[src/rtl/cbv_pkg.sv]
package cbv_pkg;

  localparam int CBV_LEN_W  = 16;
  localparam int CBV_IDX_W  = 2;
  localparam int CBV_CC_W   = 2;
  localparam int CBV_OUT_W  = 4;

  localparam logic [CBV_OUT_W-1:0] OUT_NONE   = 4'b0000;
  localparam logic [CBV_OUT_W-1:0] OUT_PRIV   = 4'b0001;
  localparam logic [CBV_OUT_W-1:0] OUT_OPER   = 4'b0010;
  localparam logic [CBV_OUT_W-1:0] OUT_LENERR = 4'b0100;
  localparam logic [CBV_OUT_W-1:0] OUT_DISP   = 4'b1000;

  localparam logic [15:0] CMD_LIST  = 16'h0002;
  localparam logic [15:0] CMD_SET   = 16'h0005;
  localparam logic [15:0] CMD_QFN   = 16'h0001;
  localparam logic [15:0] CMD_QGRP  = 16'h0003;

  localparam logic [CBV_IDX_W-1:0] IDX_LIST = 2'd0;
  localparam logic [CBV_IDX_W-1:0] IDX_SET  = 2'd1;
  localparam logic [CBV_IDX_W-1:0] IDX_QFN  = 2'd2;
  localparam logic [CBV_IDX_W-1:0] IDX_QGRP = 2'd3;

  localparam logic [15:0] RSP_GOOD    = 16'h0010;
  localparam logic [15:0] RSP_BAD_LEN = 16'h0020;
  localparam logic [15:0] RSP_BAD_CMD = 16'h0030;
  localparam logic [15:0] RSP_SMALL   = 16'h0040;

  localparam logic [CBV_CC_W-1:0] CC_OK    = 2'd0;
  localparam logic [CBV_CC_W-1:0] CC_NOFIT = 2'd3;

  // Range and alignment test on a byte length.
  function automatic logic len_in_bounds(input int len, input int lo,
                                         input int hi, input int align);
    return (len >= lo) && (len <= hi) && ((len % align) == 0);
  endfunction

  // Joint size limit of the request and response areas.
  function automatic logic pair_fits(input int a, input int b, input int limit);
    return (a + b) <= limit;
  endfunction

  // Entries that fit after a header, and whether the body divides evenly.
  function automatic int fit_count(input int len, input int hdr, input int entry);
    return (len - hdr) / entry;
  endfunction

  function automatic logic fit_exact(input int len, input int hdr, input int entry);
    return ((len - hdr) % entry) == 0;
  endfunction

endpackage

[src/rtl/cbv_len_bounds.sv]
module cbv_len_bounds #(
  parameter int LEN_W   = 16,
  parameter int MIN_LEN = 8,
  parameter int MAX_LEN = 8176,
  parameter int ALIGN   = 8
) (
  input  logic [LEN_W-1:0] len_i,
  output logic             ok_o
);
  localparam int LEN_INT_W = LEN_W;

  logic [31:0] len_wide;
  assign len_wide = {{(32-LEN_INT_W){1'b0}}, len_i};
  assign ok_o = cbv_pkg::len_in_bounds(int'(len_wide), MIN_LEN, MAX_LEN, ALIGN);
endmodule

[src/rtl/cbv_cmd_map.sv]
module cbv_cmd_map #(
  parameter int CODE_W = 16,
  parameter int IDX_W  = 2
) (
  input  logic [CODE_W-1:0] code_i,
  output logic              known_o,
  output logic              is_list_o,
  output logic [IDX_W-1:0]  idx_o
);
  import cbv_pkg::*;

  always_comb begin
    known_o   = 1'b1;
    is_list_o = 1'b0;
    idx_o     = '0;
    unique case (code_i)
      CODE_W'(CMD_LIST): begin idx_o = IDX_W'(IDX_LIST); is_list_o = 1'b1; end
      CODE_W'(CMD_SET):  idx_o = IDX_W'(IDX_SET);
      CODE_W'(CMD_QFN):  idx_o = IDX_W'(IDX_QFN);
      CODE_W'(CMD_QGRP): idx_o = IDX_W'(IDX_QGRP);
      default:           known_o = 1'b0;
    endcase
  end
endmodule

[src/rtl/cbv_list_fit.sv]
module cbv_list_fit #(
  parameter int LEN_W     = 16,
  parameter int MIN_LEN   = 48,
  parameter int HDR_LEN   = 32,
  parameter int ENTRY_LEN = 32
) (
  input  logic [LEN_W-1:0] rsp_len_i,
  output logic             too_small_o,
  output logic             misfit_o,
  output logic [LEN_W-1:0] entries_o
);
  logic [31:0] len_wide;
  int          count;

  assign len_wide    = {{(32-LEN_W){1'b0}}, rsp_len_i};
  assign too_small_o = int'(len_wide) < MIN_LEN;
  assign misfit_o    = !too_small_o &&
                       !cbv_pkg::fit_exact(int'(len_wide), HDR_LEN, ENTRY_LEN);
  assign count       = cbv_pkg::fit_count(int'(len_wide), HDR_LEN, ENTRY_LEN);
  assign entries_o   = (too_small_o || misfit_o) ? '0 : LEN_W'(count);
endmodule

[src/rtl/cmd_hdr_validator.sv]
module cmd_hdr_validator #(
  parameter int LEN_W      = cbv_pkg::CBV_LEN_W,
  parameter int REQ_MIN    = 16,
  parameter int REQ_MAX    = 8184,
  parameter int RSP_MIN    = 8,
  parameter int RSP_MAX    = 8176,
  parameter int LEN_ALIGN  = 8,
  parameter int PAIR_LIMIT = 8192,
  parameter int REQ_EXACT  = 32,
  parameter int LIST_MIN   = 48,
  parameter int LIST_HDR   = 32,
  parameter int LIST_ENTRY = 32
) (
  input  logic                           clk_i,
  input  logic                           rst_ni,
  input  logic                           start_i,
  input  logic                           problem_state_i,
  input  logic [LEN_W-1:0]               req_len_i,
  input  logic [LEN_W-1:0]               rsp_len_i,
  input  logic [LEN_W-1:0]               cmd_code_i,
  output logic                           out_valid_o,
  output logic [cbv_pkg::CBV_OUT_W-1:0]  outcome_o,
  output logic [cbv_pkg::CBV_IDX_W-1:0]  cmd_idx_o,
  output logic [LEN_W-1:0]               rsp_code_o,
  output logic [cbv_pkg::CBV_CC_W-1:0]   cond_code_o,
  output logic [LEN_W-1:0]               list_entries_o
);
  import cbv_pkg::*;

  localparam int OUT_W = CBV_OUT_W;
  localparam int IDX_W = CBV_IDX_W;
  localparam int CC_W  = CBV_CC_W;

  // Named internal events
  logic req_ok, rsp_ok, pair_ok, req_exact;
  logic cmd_known, cmd_is_list;
  logic [IDX_W-1:0] cmd_idx;
  logic list_small, list_misfit;
  logic [LEN_W-1:0] list_count;
  logic ev_priv, ev_oper, ev_lenerr, ev_disp;

  cbv_len_bounds #(.LEN_W(LEN_W), .MIN_LEN(REQ_MIN), .MAX_LEN(REQ_MAX),
                   .ALIGN(LEN_ALIGN)) u_req_bounds (
    .len_i (req_len_i),
    .ok_o  (req_ok)
  );

  cbv_len_bounds #(.LEN_W(LEN_W), .MIN_LEN(RSP_MIN), .MAX_LEN(RSP_MAX),
                   .ALIGN(LEN_ALIGN)) u_rsp_bounds (
    .len_i (rsp_len_i),
    .ok_o  (rsp_ok)
  );

  cbv_cmd_map #(.CODE_W(LEN_W), .IDX_W(IDX_W)) u_cmd_map (
    .code_i    (cmd_code_i),
    .known_o   (cmd_known),
    .is_list_o (cmd_is_list),
    .idx_o     (cmd_idx)
  );

  cbv_list_fit #(.LEN_W(LEN_W), .MIN_LEN(LIST_MIN), .HDR_LEN(LIST_HDR),
                 .ENTRY_LEN(LIST_ENTRY)) u_list_fit (
    .rsp_len_i   (rsp_len_i),
    .too_small_o (list_small),
    .misfit_o    (list_misfit),
    .entries_o   (list_count)
  );

  logic [31:0] req_wide, rsp_wide;
  assign req_wide  = {{(32-LEN_W){1'b0}}, req_len_i};
  assign rsp_wide  = {{(32-LEN_W){1'b0}}, rsp_len_i};
  assign pair_ok   = pair_fits(int'(req_wide), int'(rsp_wide), PAIR_LIMIT);
  assign req_exact = int'(req_wide) == REQ_EXACT;

  // Priority chain: privilege, request, response, joint, exact length, command
  assign ev_priv   = problem_state_i;
  assign ev_oper   = !ev_priv && !(req_ok && rsp_ok && pair_ok);
  assign ev_lenerr = !ev_priv && !ev_oper && !req_exact;
  assign ev_disp   = !ev_priv && !ev_oper && req_exact;

  logic [OUT_W-1:0] nxt_out;
  logic [IDX_W-1:0] nxt_idx;
  logic [LEN_W-1:0] nxt_rsp;
  logic [CC_W-1:0]  nxt_cc;
  logic [LEN_W-1:0] nxt_ent;

  always_comb begin
    nxt_out = OUT_NONE;
    nxt_idx = '0;
    nxt_rsp = '0;
    nxt_cc  = CC_OK;
    nxt_ent = '0;
    if (ev_priv) begin
      nxt_out = OUT_PRIV;
    end else if (ev_oper) begin
      nxt_out = OUT_OPER;
    end else if (ev_lenerr) begin
      nxt_out = OUT_LENERR;
      nxt_rsp = LEN_W'(RSP_BAD_LEN);
    end else begin
      nxt_out = OUT_DISP;
      if (!cmd_known) begin
        nxt_rsp = LEN_W'(RSP_BAD_CMD);
      end else begin
        nxt_idx = cmd_idx;
        if (!cmd_is_list) begin
          nxt_rsp = LEN_W'(RSP_GOOD);
        end else if (list_small) begin
          nxt_rsp = LEN_W'(RSP_SMALL);
        end else if (list_misfit) begin
          nxt_rsp = LEN_W'(RSP_BAD_LEN);
          nxt_cc  = CC_NOFIT;
        end else begin
          nxt_rsp = LEN_W'(RSP_GOOD);
          nxt_ent = list_count;
        end
      end
    end
  end

  always_ff @(posedge clk_i or negedge rst_ni) begin
    if (!rst_ni) begin
      out_valid_o    <= 1'b0;
      outcome_o      <= OUT_NONE;
      cmd_idx_o      <= '0;
      rsp_code_o     <= '0;
      cond_code_o    <= '0;
      list_entries_o <= '0;
    end else begin
      out_valid_o <= start_i;
      if (start_i) begin
        outcome_o      <= nxt_out;
        cmd_idx_o      <= nxt_idx;
        rsp_code_o     <= nxt_rsp;
        cond_code_o    <= nxt_cc;
        list_entries_o <= nxt_ent;
      end else begin
        outcome_o      <= OUT_NONE;
        cmd_idx_o      <= '0;
        rsp_code_o     <= '0;
        cond_code_o    <= '0;
        list_entries_o <= '0;
      end
    end
  end
endmodule

[config.mk]
export PLATFORM = sky130hd
export DESIGN_NAME = cmd_hdr_validator
export DESIGN_NICKNAME = d
export VERILOG_FILES = /design/src/rtl/cbv_pkg.sv /design/src/rtl/cbv_len_bounds.sv /design/src/rtl/cbv_cmd_map.sv /design/src/rtl/cbv_list_fit.sv /design/src/rtl/cmd_hdr_validator.sv
export SDC_FILE = /design/constraint.sdc
export NUM_CORES = 1
export LEC_CHECK = 0
export BUFFER_PORTS_ARGS = -buffer_cell sky130_fd_sc_hd__buf_2
export CORE_MARGIN = 2
export CORE_UTILIZATION = 54
export DETAILED_ROUTE_END_ITERATION = 7
export PLACE_DENSITY = 0.87
export SLEW_MARGIN = 20
export SYNTH_ARGS = -nofsm -noshare
export SYNTH_HDL_FRONTEND = slang
export SYNTH_SLANG_ARGS = --single-unit
[constraint.sdc]
create_clock -name clk_i -period 1.2 [get_ports clk_i]
set_input_delay 0.3 -clock clk_i [delete_from_list [all_inputs] [get_ports clk_i]]
set_output_delay 0.3 -clock clk_i [all_outputs]
set_load 0.05 [all_outputs]
==> flow_summary.json <==
{
  "slowest_delay_ns": 0.53,
  "drt-initial-drc-count": 649,
  "crit_slowest_cell": "or4_4",
  "synthTopCellsByArea": "dfrtp_1, ha_1, xnor2_1",
  "nets": 540,
  "drive_gt1_frac": 0.486,
  "violations": "design-rule violations, negative setup slack",
  "overflow": 0,
  "drc": 36,
  "fin_cells": 519,
  "dp.cells": 502,
  "grt_pass1_wl_um": 17400,
  "final_cell_area_um2": 3960,
  "gr-usage-all-layers": 0.439,
  "start_kind": "input port",
  "multiInputGateArea_um2": 1910,
  "yosysUniqueCellTypes": 58,
  "status": "complete, but fails checks",
  "syn_to_final_growth_pct": 62.8,
  "synth_top_area_cell": "dfrtp_1",
  "h-tree-depth": 1,
  "ctsHoldBuffers": 0,
  "yosys_warnings": 0,
  "tightest_slew_ns": 0.804,
  "crit_cells": 11,
  "cp-startpoint": "rsp_len_i[0]",
  "fp.dieW_um": 71.1,
  "cts_sinks": 27,
  "synth_edf_count": 0,
  "ys_seq_area_frac": 0.278,
  "criticalPathCategory": "in -> reg",
  "nFillCells": 170,
  "p_total_mw": 3.04,
  "slew_violations": 0,
  "pin_count": 93,
  "cts-root-buf": "clkbuf_8",
  "cts_buffer_depth": 2,
  "ant_nets": 0,
  "path_max_fanout": 5,
  "dr_total_vias": 3876,
  "final_common_cell": "buf_4",
  "grt_start_max_net_pins": 28,
  "cts_tree": "done",
  "finalCritPeriodShare": 2.54,
  "path_clk_slew_ns": 0.11,
  "post_drt_wl_per_cell_um": 28.9,
  "synth_flop_cell": "dfrtp_1",
  "final_core_util": 0.909,
  "die_y_um": 71.1,
  "cap_violations": 0,
  "first_global_vias": 3520,
  "period_needed_ns": 3.05,
  "vdd_drop_max_mv": 0.478,
  "place_congestion": 0.992,
  "initial_core_util": 0.559,
  "crit_end": "list_entries_o[10]",
  "crit_family": "compound AO/OA/AOI/OAI gates",
  "netlist_instances": 287,
  "synth_top_area_frac": 0.278,
  "synth_seq_cells": 27,
  "num_rows": 24,
  "final_cell_mix": "buf_4, buf_2, dfrtp_1",
  "cts_buffers": 3,
  "seqCellArea_um2": 676,
  "async_flop_share": 1.00,
  "finalHoldViolCount": 0,
  "grt_setup_unrepaired": "yes",
  "drt_pass1_iterations": 8,
  "leakage_nw": 1.94,
  "required_ns": 1.37,
  "io_buffers": 79,
  "cp_num_buf_inv": 2,
  "via_per_inst": 7.47,
  "dp_hpwl_um": 6510,
  "relSlewSlack": 0.464,
  "setup_viol": 32,
  "synth_area_um2": 2430,
  "antenna-diode-count": 0,
  "totalWireLength_um": 15000,
  "antenna_found_initial": 1,
  "syn_avg_cell_area_um2": 8.48,
  "hp-class": "in -> async",
  "arrival_ns": 3.21,
  "timing.final.ws_setup_ns": -1.85,
  "die-area_um2": 5060,
  "powerDensity_nw_per_um2": 767,
  "path_cells": "buf_8, ha_4, fa_2, a21o_1, a221oi_4, o221ai_2, or4_4, a211oi_4, buf_4, a31oi_4, nor4b_2",
  "timing.fmax_mhz": 328,
  "core_um2": 4350,
  "place_area_um2": 3530,
  "end_kind": "flip-flop"
}
## how the worst min path moves through the flow
stage	start	to	slack, ns
after global routing	rst_ni	list_entries_o[9]	0.07
after global placement	rst_ni	list_entries_o[9]	0.31
after floorplan	rst_ni	cmd_idx_o[0]	0.004
final	rst_ni	list_entries_o[4]	0.02
after CTS	rst_ni	list_entries_o[13]	0.02
after detailed placement	rst_ni	list_entries_o[13]	0.31
## layer usage
metal	vias to the layer above	share of wire	track usage
met5	-	0	0
met4	0	0.14	0.373
met3	259	0.17	0.0969
met2	546	0.40	0.746
met1	1674	0.29	0.457
li1	1397	-	-
## repair_timing
action / 4_1_cts / 5_1_grt
setup endpoints to repair: 19 / 32
resized for setup: 28 / 36
gates cloned: 2 / 0
setup buffers: 9 / 2
pin swaps: 14 / 5
## Yosys cell counts (all sizes together), types with 4 or more instances
cell	instances
a21o	4
a21oi	13
a221oi	4
and3	4
buf	20
clkbuf	5
dfrtp	27
ha	19
inv	10
nand2	21
nand2b	5
nand3	9
nand4	5
nor2	17
nor3	22
nor4	14
o211ai	4
o21ai	10
or3	6
xnor2	16
xor2	7
## cell families (layout without fill, tap and decap cells)
kind of cell,count (synthesis),count (layout),share of synthesized area
AOI/OAI and AO/OA,59,60,0.171
xor gates and xnor gates,23,23,0.0828
adders and majority gates,20,20,0.106
buffers and inverters,35,196,0.0818
DFF,27,27,0.278
muxes,1,1,0.00412
other,1,19,0.00154
and+or+nand+nor,121,121,0.275
## report_power, final
part	internal (mW)	switching [mW]
clock network	0.237	0.317
registers	0.925	0.00706
logic	0.617	0.935
## sequential cells by signal, indices dropped and copies added, names as in the netlist
| signal | cells |
|---|---|
| cmd_idx_o | 2 |
| cond_code_o | 1 |
| out_valid_o | 1 |
| rsp_code_o | 3 |
| list_entries_o | 16 |
| outcome_o | 4 |
## area by class of cell
| type | instances | share of cell area |
|---|---|---|
| Clock inverter | 1 | 0.00190 |
| Multi-Input combinational cell | 244 | 0.482 |
| Clock buffer | 3 | 0.0104 |
| Timing Repair Buffer | 182 | 0.309 |
| Tap cell | 52 | 0.0164 |
| Sequential cell | 27 | 0.171 |
| Inverter | 10 | 0.00948 |
## through the flow
step / setup slack, ns / TNS, ns / hold slack, ns
2_1_floorplan: -1.41 / -25.50 / 0.00441
3_3_place_gp: -1.64 / -29.70 / 0.307
3_5_place_dp: -1.83 / -33.02 / 0.312
4_1_cts: -1.36 / -24.64 / 0.0238
5_1_grt: -1.94 / -33.01 / 0.0708
6_report: -1.85 / -32.50 / 0.0193
(Power assumes the default switching activity.)
